$ cat src/rtl/bilerp_pkg.sv
package bilerp_pkg;

  // Per-cycle strobes from the control pipe to the arithmetic lanes
  typedef struct packed {
    logic s1En;     // capture horizontal blends
    logic s2En;     // capture vertical products
    logic s3En;     // capture final pixel
    logic s3Blank;  // final pixel is the background value
  } stageCtl_t;

endpackage

$ cat src/rtl/bilerp_ctrl.sv
module bilerp_ctrl
  import bilerp_pkg::*;
(
  input  logic      clk,
  input  logic      rstN,
  input  logic      inValid,
  input  logic      inOutOfRange,
  output stageCtl_t ctl,
  output logic      outValid
);

  logic vld1, vld2, vld3;
  logic blank1, blank2;

  always_ff @(posedge clk) begin
    if (!rstN) begin
      vld1   <= 1'b0;
      vld2   <= 1'b0;
      vld3   <= 1'b0;
      blank1 <= 1'b0;
      blank2 <= 1'b0;
    end else begin
      vld1   <= inValid;
      blank1 <= inValid & inOutOfRange;
      vld2   <= vld1;
      blank2 <= blank1;
      vld3   <= vld2;
    end
  end

  always_comb begin
    ctl.s1En    = inValid;
    ctl.s2En    = vld1;
    ctl.s3En    = vld2;
    ctl.s3Blank = blank2;
    outValid    = vld3;
  end

endmodule

$ cat src/rtl/bilerp_lane.sv
module bilerp_lane
  import bilerp_pkg::*;
#(
  parameter int PIX_W  = 8,
  parameter int FRAC_W = 7
) (
  input  logic              clk,
  input  logic              rstN,
  input  stageCtl_t         ctl,
  input  logic [PIX_W-1:0]  tl,
  input  logic [PIX_W-1:0]  tr,
  input  logic [PIX_W-1:0]  bl,
  input  logic [PIX_W-1:0]  br,
  input  logic [FRAC_W-1:0] dc,
  input  logic [FRAC_W-1:0] drHeld,
  output logic [PIX_W-1:0]  pix
);

  localparam int ONE   = 1 << FRAC_W;
  localparam int HW    = PIX_W + FRAC_W;       // horizontal blend width
  localparam int PW2   = PIX_W + 2 * FRAC_W;   // vertical product / sum width
  localparam int SHIFT = 2 * FRAC_W;
  localparam logic [PW2-1:0] RND = PW2'(1) << (SHIFT - 1);

  // Stage 1: horizontal blends of top and bottom rows
  logic [FRAC_W:0] dcW, dcC;
  logic [HW-1:0]   topNext, botNext;
  logic [HW-1:0]   topR, botR;

  always_comb begin
    dcW     = {1'b0, dc};
    dcC     = (FRAC_W + 1)'(ONE) - dcW;
    topNext = HW'(tl) * HW'(dcC) + HW'(tr) * HW'(dcW);
    botNext = HW'(bl) * HW'(dcC) + HW'(br) * HW'(dcW);
  end

  always_ff @(posedge clk) begin
    if (!rstN) begin
      topR <= '0;
      botR <= '0;
    end else if (ctl.s1En) begin
      topR <= topNext;
      botR <= botNext;
    end
  end

  // Stage 2: vertical weighting products
  logic [FRAC_W:0] drW, drC;
  logic [PW2-1:0]  prodTop, prodBot;
  logic [PW2-1:0]  prodTopR, prodBotR;

  always_comb begin
    drW     = {1'b0, drHeld};
    drC     = (FRAC_W + 1)'(ONE) - drW;
    prodTop = PW2'(topR) * PW2'(drC);
    prodBot = PW2'(botR) * PW2'(drW);
  end

  always_ff @(posedge clk) begin
    if (!rstN) begin
      prodTopR <= '0;
      prodBotR <= '0;
    end else if (ctl.s2En) begin
      prodTopR <= prodTop;
      prodBotR <= prodBot;
    end
  end

  // Stage 3: sum, round, rescale, background override
  logic [PIX_W-1:0] pixNext;

  always_comb begin
    if (ctl.s3Blank) pixNext = '0;
    else             pixNext = PIX_W'((prodTopR + prodBotR + RND) >> SHIFT);
  end

  always_ff @(posedge clk) begin
    if (!rstN)          pix <= '0;
    else if (ctl.s3En)  pix <= pixNext;
  end

endmodule

$ cat src/rtl/bilerp_datapath.sv
module bilerp_datapath
  import bilerp_pkg::*;
#(
  parameter int PIX_W    = 8,
  parameter int CHANNELS = 3,
  parameter int FRAC_W   = 7
) (
  input  logic                        clk,
  input  logic                        rstN,
  input  stageCtl_t                   ctl,
  input  logic [PIX_W*CHANNELS-1:0]   tlBus,
  input  logic [PIX_W*CHANNELS-1:0]   trBus,
  input  logic [PIX_W*CHANNELS-1:0]   blBus,
  input  logic [PIX_W*CHANNELS-1:0]   brBus,
  input  logic [FRAC_W-1:0]           dc,
  input  logic [FRAC_W-1:0]           dr,
  output logic [PIX_W*CHANNELS-1:0]   pixBus
);

  // Vertical weight is first used in stage 2; one shared copy for all lanes
  logic [FRAC_W-1:0] drHeld;

  always_ff @(posedge clk) begin
    if (!rstN)          drHeld <= '0;
    else if (ctl.s1En)  drHeld <= dr;
  end

  for (genvar ch = 0; ch < CHANNELS; ch++) begin : g_lane
    bilerp_lane #(
      .PIX_W (PIX_W),
      .FRAC_W(FRAC_W)
    ) u_lane (
      .clk   (clk),
      .rstN  (rstN),
      .ctl   (ctl),
      .tl    (tlBus[ch*PIX_W +: PIX_W]),
      .tr    (trBus[ch*PIX_W +: PIX_W]),
      .bl    (blBus[ch*PIX_W +: PIX_W]),
      .br    (brBus[ch*PIX_W +: PIX_W]),
      .dc    (dc),
      .drHeld(drHeld),
      .pix   (pixBus[ch*PIX_W +: PIX_W])
    );
  end

endmodule

$ cat src/rtl/bilinear_quad_interp.sv
module bilinear_quad_interp
  import bilerp_pkg::*;
#(
  parameter int PIX_W    = 8,
  parameter int CHANNELS = 3,
  parameter int FRAC_W   = 7
) (
  input  logic                      clk,
  input  logic                      rstN,
  input  logic                      inValid,
  input  logic                      inOutOfRange,
  input  logic [PIX_W*CHANNELS-1:0] inTopLeft,
  input  logic [PIX_W*CHANNELS-1:0] inTopRight,
  input  logic [PIX_W*CHANNELS-1:0] inBotLeft,
  input  logic [PIX_W*CHANNELS-1:0] inBotRight,
  input  logic [FRAC_W-1:0]         inDeltaCol,
  input  logic [FRAC_W-1:0]         inDeltaRow,
  output logic                      outValid,
  output logic [PIX_W*CHANNELS-1:0] outPixel
);

  stageCtl_t ctl;

  bilerp_ctrl u_ctrl (
    .clk         (clk),
    .rstN        (rstN),
    .inValid     (inValid),
    .inOutOfRange(inOutOfRange),
    .ctl         (ctl),
    .outValid    (outValid)
  );

  bilerp_datapath #(
    .PIX_W   (PIX_W),
    .CHANNELS(CHANNELS),
    .FRAC_W  (FRAC_W)
  ) u_dp (
    .clk   (clk),
    .rstN  (rstN),
    .ctl   (ctl),
    .tlBus (inTopLeft),
    .trBus (inTopRight),
    .blBus (inBotLeft),
    .brBus (inBotRight),
    .dc    (inDeltaCol),
    .dr    (inDeltaRow),
    .pixBus(outPixel)
  );

endmodule

$ cat config.mk
export PLATFORM = sky130hd
export DESIGN_NAME = bilinear_quad_interp
export DESIGN_NICKNAME = d
export VERILOG_FILES = /design/src/rtl/bilerp_pkg.sv /design/src/rtl/bilerp_ctrl.sv /design/src/rtl/bilerp_lane.sv /design/src/rtl/bilerp_datapath.sv /design/src/rtl/bilinear_quad_interp.sv
export SDC_FILE = /design/constraint.sdc
export NUM_CORES = 2
export LEC_CHECK = 0
export ABC_AREA = 1
export ABC_CLOCK_PERIOD_IN_PS = 7300
export BUFFER_PORTS_ARGS = -buffer_cell sky130_fd_sc_hd__buf_4
export CELL_PAD_IN_SITES_DETAIL_PLACEMENT = 0
export CELL_PAD_IN_SITES_GLOBAL_PLACEMENT = 2
export CORE_MARGIN = 2
export CORE_UTILIZATION = 39
export CTS_BUF_LIST = sky130_fd_sc_hd__clkbuf_4 sky130_fd_sc_hd__clkbuf_8
export DETAILED_ROUTE_END_ITERATION = 16
export PLACE_DENSITY = 0.9
export SLEW_MARGIN = 25
export SYNTH_ARGS = -nofsm -noshare
export SYNTH_HDL_FRONTEND = slang
export SYNTH_SLANG_ARGS = --single-unit
$ cat constraint.sdc
create_clock -name clk -period 7.3 [get_ports clk]
set_clock_uncertainty 0.2 [all_clocks]
set_input_delay 0.73 -clock clk [delete_from_list [all_inputs] [get_ports clk]]
set_output_delay 0.73 -clock clk [all_outputs]
set_load 0.01 [all_outputs]
* Yosys cells after proc, flatten, opt, wreduce, memory -nomap -nowiden
Index checks and enable logic that the tools add are counted.
** Operators by class
- Add/sub/neg operators :: 14
- Multipliers :: 18
- Div/mod/pow operators :: 0
- Magnitude comparators :: 0
- Equal/unequal tests :: 0
- Shifts and indexed selects :: 0
- Mux-type cells :: 3
- Bitwise gates (word level) :: 1
- Reductions and logical operators :: 0
** Operator list (count)
- adder 15 bit :: 6
- multiplier 8 x 7 -> 15 bit :: 6
- multiplier 8 x 8 -> 15 bit :: 6
- adder 22 x 14 -> 22 bit (second input constant) :: 3
- adder 22 bit :: 3
- multiplier 15 x 7 -> 22 bit :: 3
- multiplier 15 x 8 -> 22 bit :: 3
- two-way mux 8 bit :: 3
- subtractor 8 x 7 -> 8 bit (first input constant) :: 2
- bitwise AND 1 bit :: 1
** Storage, ports and cells
- Register bits :: 258
- Latch bits :: 0
- Memory bits (writable) :: 0
- Bits in read-only memories :: 0
- Output and inout port bits :: 25
- Word-level logic and storage cells :: 57
- Memories kept :: 0

* Logic depth before layout (Yosys ltp)
- Depth after elaboration :: 3
- Mapped depth :: 31

* Hierarchy
A second synthesis with hierarchy kept.
** Unflattened totals
- Cells, all modules :: 8357
- Area, all modules :: 60272.8 sq um
** Modules (own cells, without submodules)
- bilerp_lane at u_dp.g_lane[2].u_lane :: times used 1, cells each 2771, area each 20060.5 sq um
- bilerp_lane at u_dp.g_lane[0].u_lane :: times used 1, cells each 2760, area each 19884.1 sq um
- bilerp_lane at u_dp.g_lane[1].u_lane :: times used 1, cells each 2764, area each 19872.8 sq um
- bilerp_datapath :: times used 1, cells each 43, area each 282.8 sq um
- bilerp_ctrl :: times used 1, cells each 19, area each 172.7 sq um

* Worst setup path before layout
OpenSTA, ideal clock, no wires.
- Path type :: input -> register
- Start :: input port inDeltaCol[0]
- End :: register u_dp.g_lane[0].u_lane.topR[11]
- Library setup time :: 0.115 ns
- Arrival time :: 6.055 ns
- Required time :: 6.985 ns
- Path slack :: 0.929 ns
- Stages on the path :: 26
- Path buffers :: 2
- Path through :: buf_6 inv_2 ha_1 xnor2_1 clkinv_1 clkbuf_1 nor2_1 fa_1 inv_1 fa_1 fa_1 inv_1 fa_1 fa_1 inv_1 fa_1 inv_1 ha_1 a21oi_1 nand2_1 a21oi_1 nor2_1 nor2_1 xor2_1 o21ai_0 inv_1
** Between the ends
- Word-level cells in the longest chain between the ends :: 3
- Elaborated cells on any way between the ends :: 4
- Those cells by class :: add/sub (2); mul (2)
** RTL lines
- start, declared :: RTL line bilinear_quad_interp.sv:16 : input logic [FRAC_W-1:0] inDeltaCol,
- subtractor 8 x 7 -> 8 bit :: RTL line bilerp_lane.sv:32 : dcC = (FRAC_W + 1)'(ONE) - dcW;
- multiplier 8 x 8 -> 15 bit :: RTL line bilerp_lane.sv:33 : topNext = HW'(tl) * HW'(dcC) + HW'(tr) * HW'(dcW);
- adder 15 bit (*) :: RTL line bilerp_lane.sv:33
- end signal, assigned :: RTL line bilerp_lane.sv:42 : topR <= topNext;
- end, declared :: RTL line bilerp_lane.sv:28 : logic [HW-1:0] topR, botR;
Every way passes the cells marked *; elsewhere a longest branch is shown, timed or not.
A chain may end at the register's enable or synchronous reset.

* Worst setup path after layout
- Start :: input port inDeltaCol[1]
- End :: register u_dp.g_lane[1].u_lane.botR[8]
** Between the ends
- Word-level cells in the longest chain between the ends :: 3
- Elaborated cells on any way between the ends :: 4
- Those cells by class :: add/sub (2); mul (2)
** RTL lines
- subtractor 8 x 7 -> 8 bit :: RTL line bilerp_lane.sv:32
- multiplier 8 x 8 -> 15 bit :: RTL line bilerp_lane.sv:34 : botNext = HW'(bl) * HW'(dcC) + HW'(br) * HW'(dcW);
- adder 15 bit (*) :: RTL line bilerp_lane.sv:34
- end signal, assigned :: RTL line bilerp_lane.sv:43 : botR <= botNext;
- end, declared :: RTL line bilerp_lane.sv:28
Marked as above.

==> summary.txt <==
CTS H-tree depth -> 2
Startpoint Class -> input port
FF+latch area -> 0.00518 mm2
vias per std cell -> 4.86
share of post-route cells with drive strength above 1 -> 3.81%
first-pass GRT wire length -> 290 mm
VDD IR max -> 0.373 mV
Pwr Total -> 26.7 mW
Pwr per Cell Area -> 421 mW/mm2
FF-to-FF Start -> u_dp.drHeld[0]
Nets -> 9,944
# fillers -> 15,900
DRC -> 0
max-cap violation count -> 0
GPL Wtd Cong -> 0.897
die area -> 0.155 mm2
Cell Count Post-Placement -> 10,200
Worst Setup SP -> inDeltaCol[1]
Layout Cells excl Fill -> 10,200
min Tclk post-route -> 6280 ps
setup TNS -> 0 ps
Post-synth EDFFs -> 0
Setup violations, final -> 0
area of the core -> 0.152 mm2
cells after synthesis -> 8,198
worst path bufs/invs -> 7
Longest Clk Path Bufs -> 3
Synth Flop Type -> dfxtp_1
Post-Layout Inst Area -> 0.0634 mm2
CTS tree -> yes
clk sinks -> 258
site row count -> 143
mean post-synth cell area -> 7.23 um2
synthesized area -> 0.0593 mm2
Mapped Nets -> 9,967
CP top delay family -> adder cells
Initial Util -> 39.1%
initial antenna violation count -> 5
Lkg Pwr -> 37.3 nW
drt total wl -> 177 mm
area leader, netlist -> fa_1
crit path kind -> in -> reg
Hold Crit Class -> in -> reg
area of the multi-input gates -> 0.0452 mm2
clk_lat worst skew -> 710 ps
Hold Path Origin -> inDeltaRow[2]
# IOs -> 139
pin count of the biggest net entering global routing -> 97
1st-iter DRT viols -> 3,412
Slew Limit Fails -> 0
GRT Overall Usage -> 23.3%
crit-path max FO -> 7
crit path max-delay cell type -> fa_1
crit-path max cell delay -> 580 ps
RSZ-0062 raised after global routing -> false
Relative slew margins -> 36.2%
buffers added on ports -> 138
root buffer selected by CTS -> clkbuf_8
synthesized flop and latch total -> 258
register area share after synthesis -> 8.71%
clock slew at reported path FFs -> 60 ps
WP data required -> 7700 ps
TritonRoute pass-1 iters -> 5
Layout area overhead -> 6.87%
share of the synthesized area in the top cell type -> 31.9%
worst path arrival time -> 6680 ps
YS warnings -> 0
routed via count -> 49,700
post-DP HPWL -> 144 mm
post-route ant nets -> 0
DP Area -> 0.0622 mm2
Max Freq -> 159 MHz
fin crit share -> 86.0%
largest cells by area after synthesis -> fa_1 (32%), ha_1 (15%), inv_1 (13%)
worst-margin pin slew -> 957 ps
FFs w/ async S/R, synth -> 0%
CTS buffer count -> 50
synth unique cells -> 42
Overflow after GRT -> 0
Fin. Hold Viols -> 0
vias in the first global route -> 51,700
average routed wire per standard cell -> 17.2 um
outcome -> completed
overall die height -> 394 um
Setup crit end kind -> flop
DIE WIDTH -> 394 um
post-CTS setup buffers -> 0
## cells by family (layout without fill, tap and decap cells)
kind of cell / Yosys count / in the layout / share of synthesized area (%)
flops: 258 / 258 / 8.71
compound gates: 744 / 744 / 6.61
other cells: 0 / 3 / 0
buf+inv: 2356 / 2369 / 15.2
xor+xnor: 157 / 157 / 2.32
fa+ha+maj: 1655 / 1655 / 46.9
simple gates: 3028 / 3028 / 20.3
## sequential cells by signal, indices dropped and copies added (netlist names)
register / cells
u_ctrl.vld1: 1
u_dp.g_lane.u_lane.botR: 45
u_ctrl.blank1: 1
u_dp.drHeld: 7
u_dp.g_lane.u_lane.topR: 45
u_ctrl.blank2: 1
u_dp.g_lane.u_lane.prodBotR: 66
u_dp.g_lane.u_lane.prodTopR: 66
u_ctrl.vld2: 1
u_ctrl.outValid: 1
u_dp.g_lane.u_lane.pix: 24
## routing by layer
| layer | GRT usage, % | wire [um] | up-vias |
|---|---|---|---|
| met5 | 0 | 7 | - |
| met2 | 37.5 | 78000 | 1220 |
| li1 | - | - | 24300 |
| met4 | 4.02 | 2880 | 2 |
| met3 | 2.12 | 9100 | 140 |
| met1 | 34.3 | 86600 | 24100 |
## layout by cell type (no fill, tap or decap), types with 4 or more instances in the layout
master	count
a21boi_0	7
a21o_1	18
a21oi_1	346
a31oi_1	15
buf_4	194
clkbuf_4	11
clkbuf_8	63
clkinv_2	10
dfxtp_1	252
dfxtp_2	4
fa_1	945
ha_1	708
inv_1	2074
inv_2	5
nand2_1	1785
nand2b_1	6
nand3_1	244
nand3b_1	17
nand4_1	73
nor2_1	846
nor3_1	40
o211ai_1	12
o21a_1	6
o21ai_0	314
o21bai_1	19
o221ai_1	5
xnor2_1	68
xor2_1	88
## cells in the mapped netlist, drive strengths merged (17+ instances only)
library cell / number
inv: 2080
nand2: 1787
fa: 945
nor2: 850
ha: 710
a21oi: 346
o21ai: 315
dfxtp: 258
nand3: 246
clkbuf: 187
xor2: 88
buf: 86
nand4: 73
xnor2: 69
nor3: 41
o21bai: 19
a21o: 18
nand3b: 17
## final timing paths
kind              cells after the start  slack (ps)                                  to
hold reg to reg                       2         210                       u_ctrl.blank2
hold / removal                        3         160                      u_dp.drHeld[2]
setup / recovery                     25        1020       u_dp.g_lane[1].u_lane.botR[8]
setup reg to reg                     21        1280  u_dp.g_lane[0].u_lane.prodTopR[17]
## worst min-delay path, delay by kind of cell
family / cells / cell delay [ps]
AND/OR/NAND/NOR: 2 / 160
buffers and inverters: 1 / 130
## timing repair
item,in CTS,in global routing
hold buffers,1,0
gates resized for setup,0,0
endpoints found under the hold margin,1,0
## power by group
part	internal, mW	switching (mW)	leakage (nW)
registers	1.74	0.573	2.13
clock network	0.948	0.762	0.601
logic	8.11	14.5	34.6
## through the flow
stage | setup slack, ps | utilization (%) | hold slack (ps)
CTS | 1080 | 41.8 | 94.4
global placement | 327 | 41.1 | 196
finish | 1020 | 41.8 | 165
floorplan | 929 | - | 190
detailed placement | 316 | 41.1 | 198
global route | 661 | 41.8 | 106
## layout make-up
type                    count  area share [%]
flip-flops and latches    258            8.17
clock buffers              74            1.50
clock inverters            14           0.288
repair buffers            198            2.41
multi-input cells        5584            71.3
diodes                      3          0.0118
well taps                2030            4.01
inverters                2083            12.3
No activity file was read; power rests on OpenSTA's default activity.
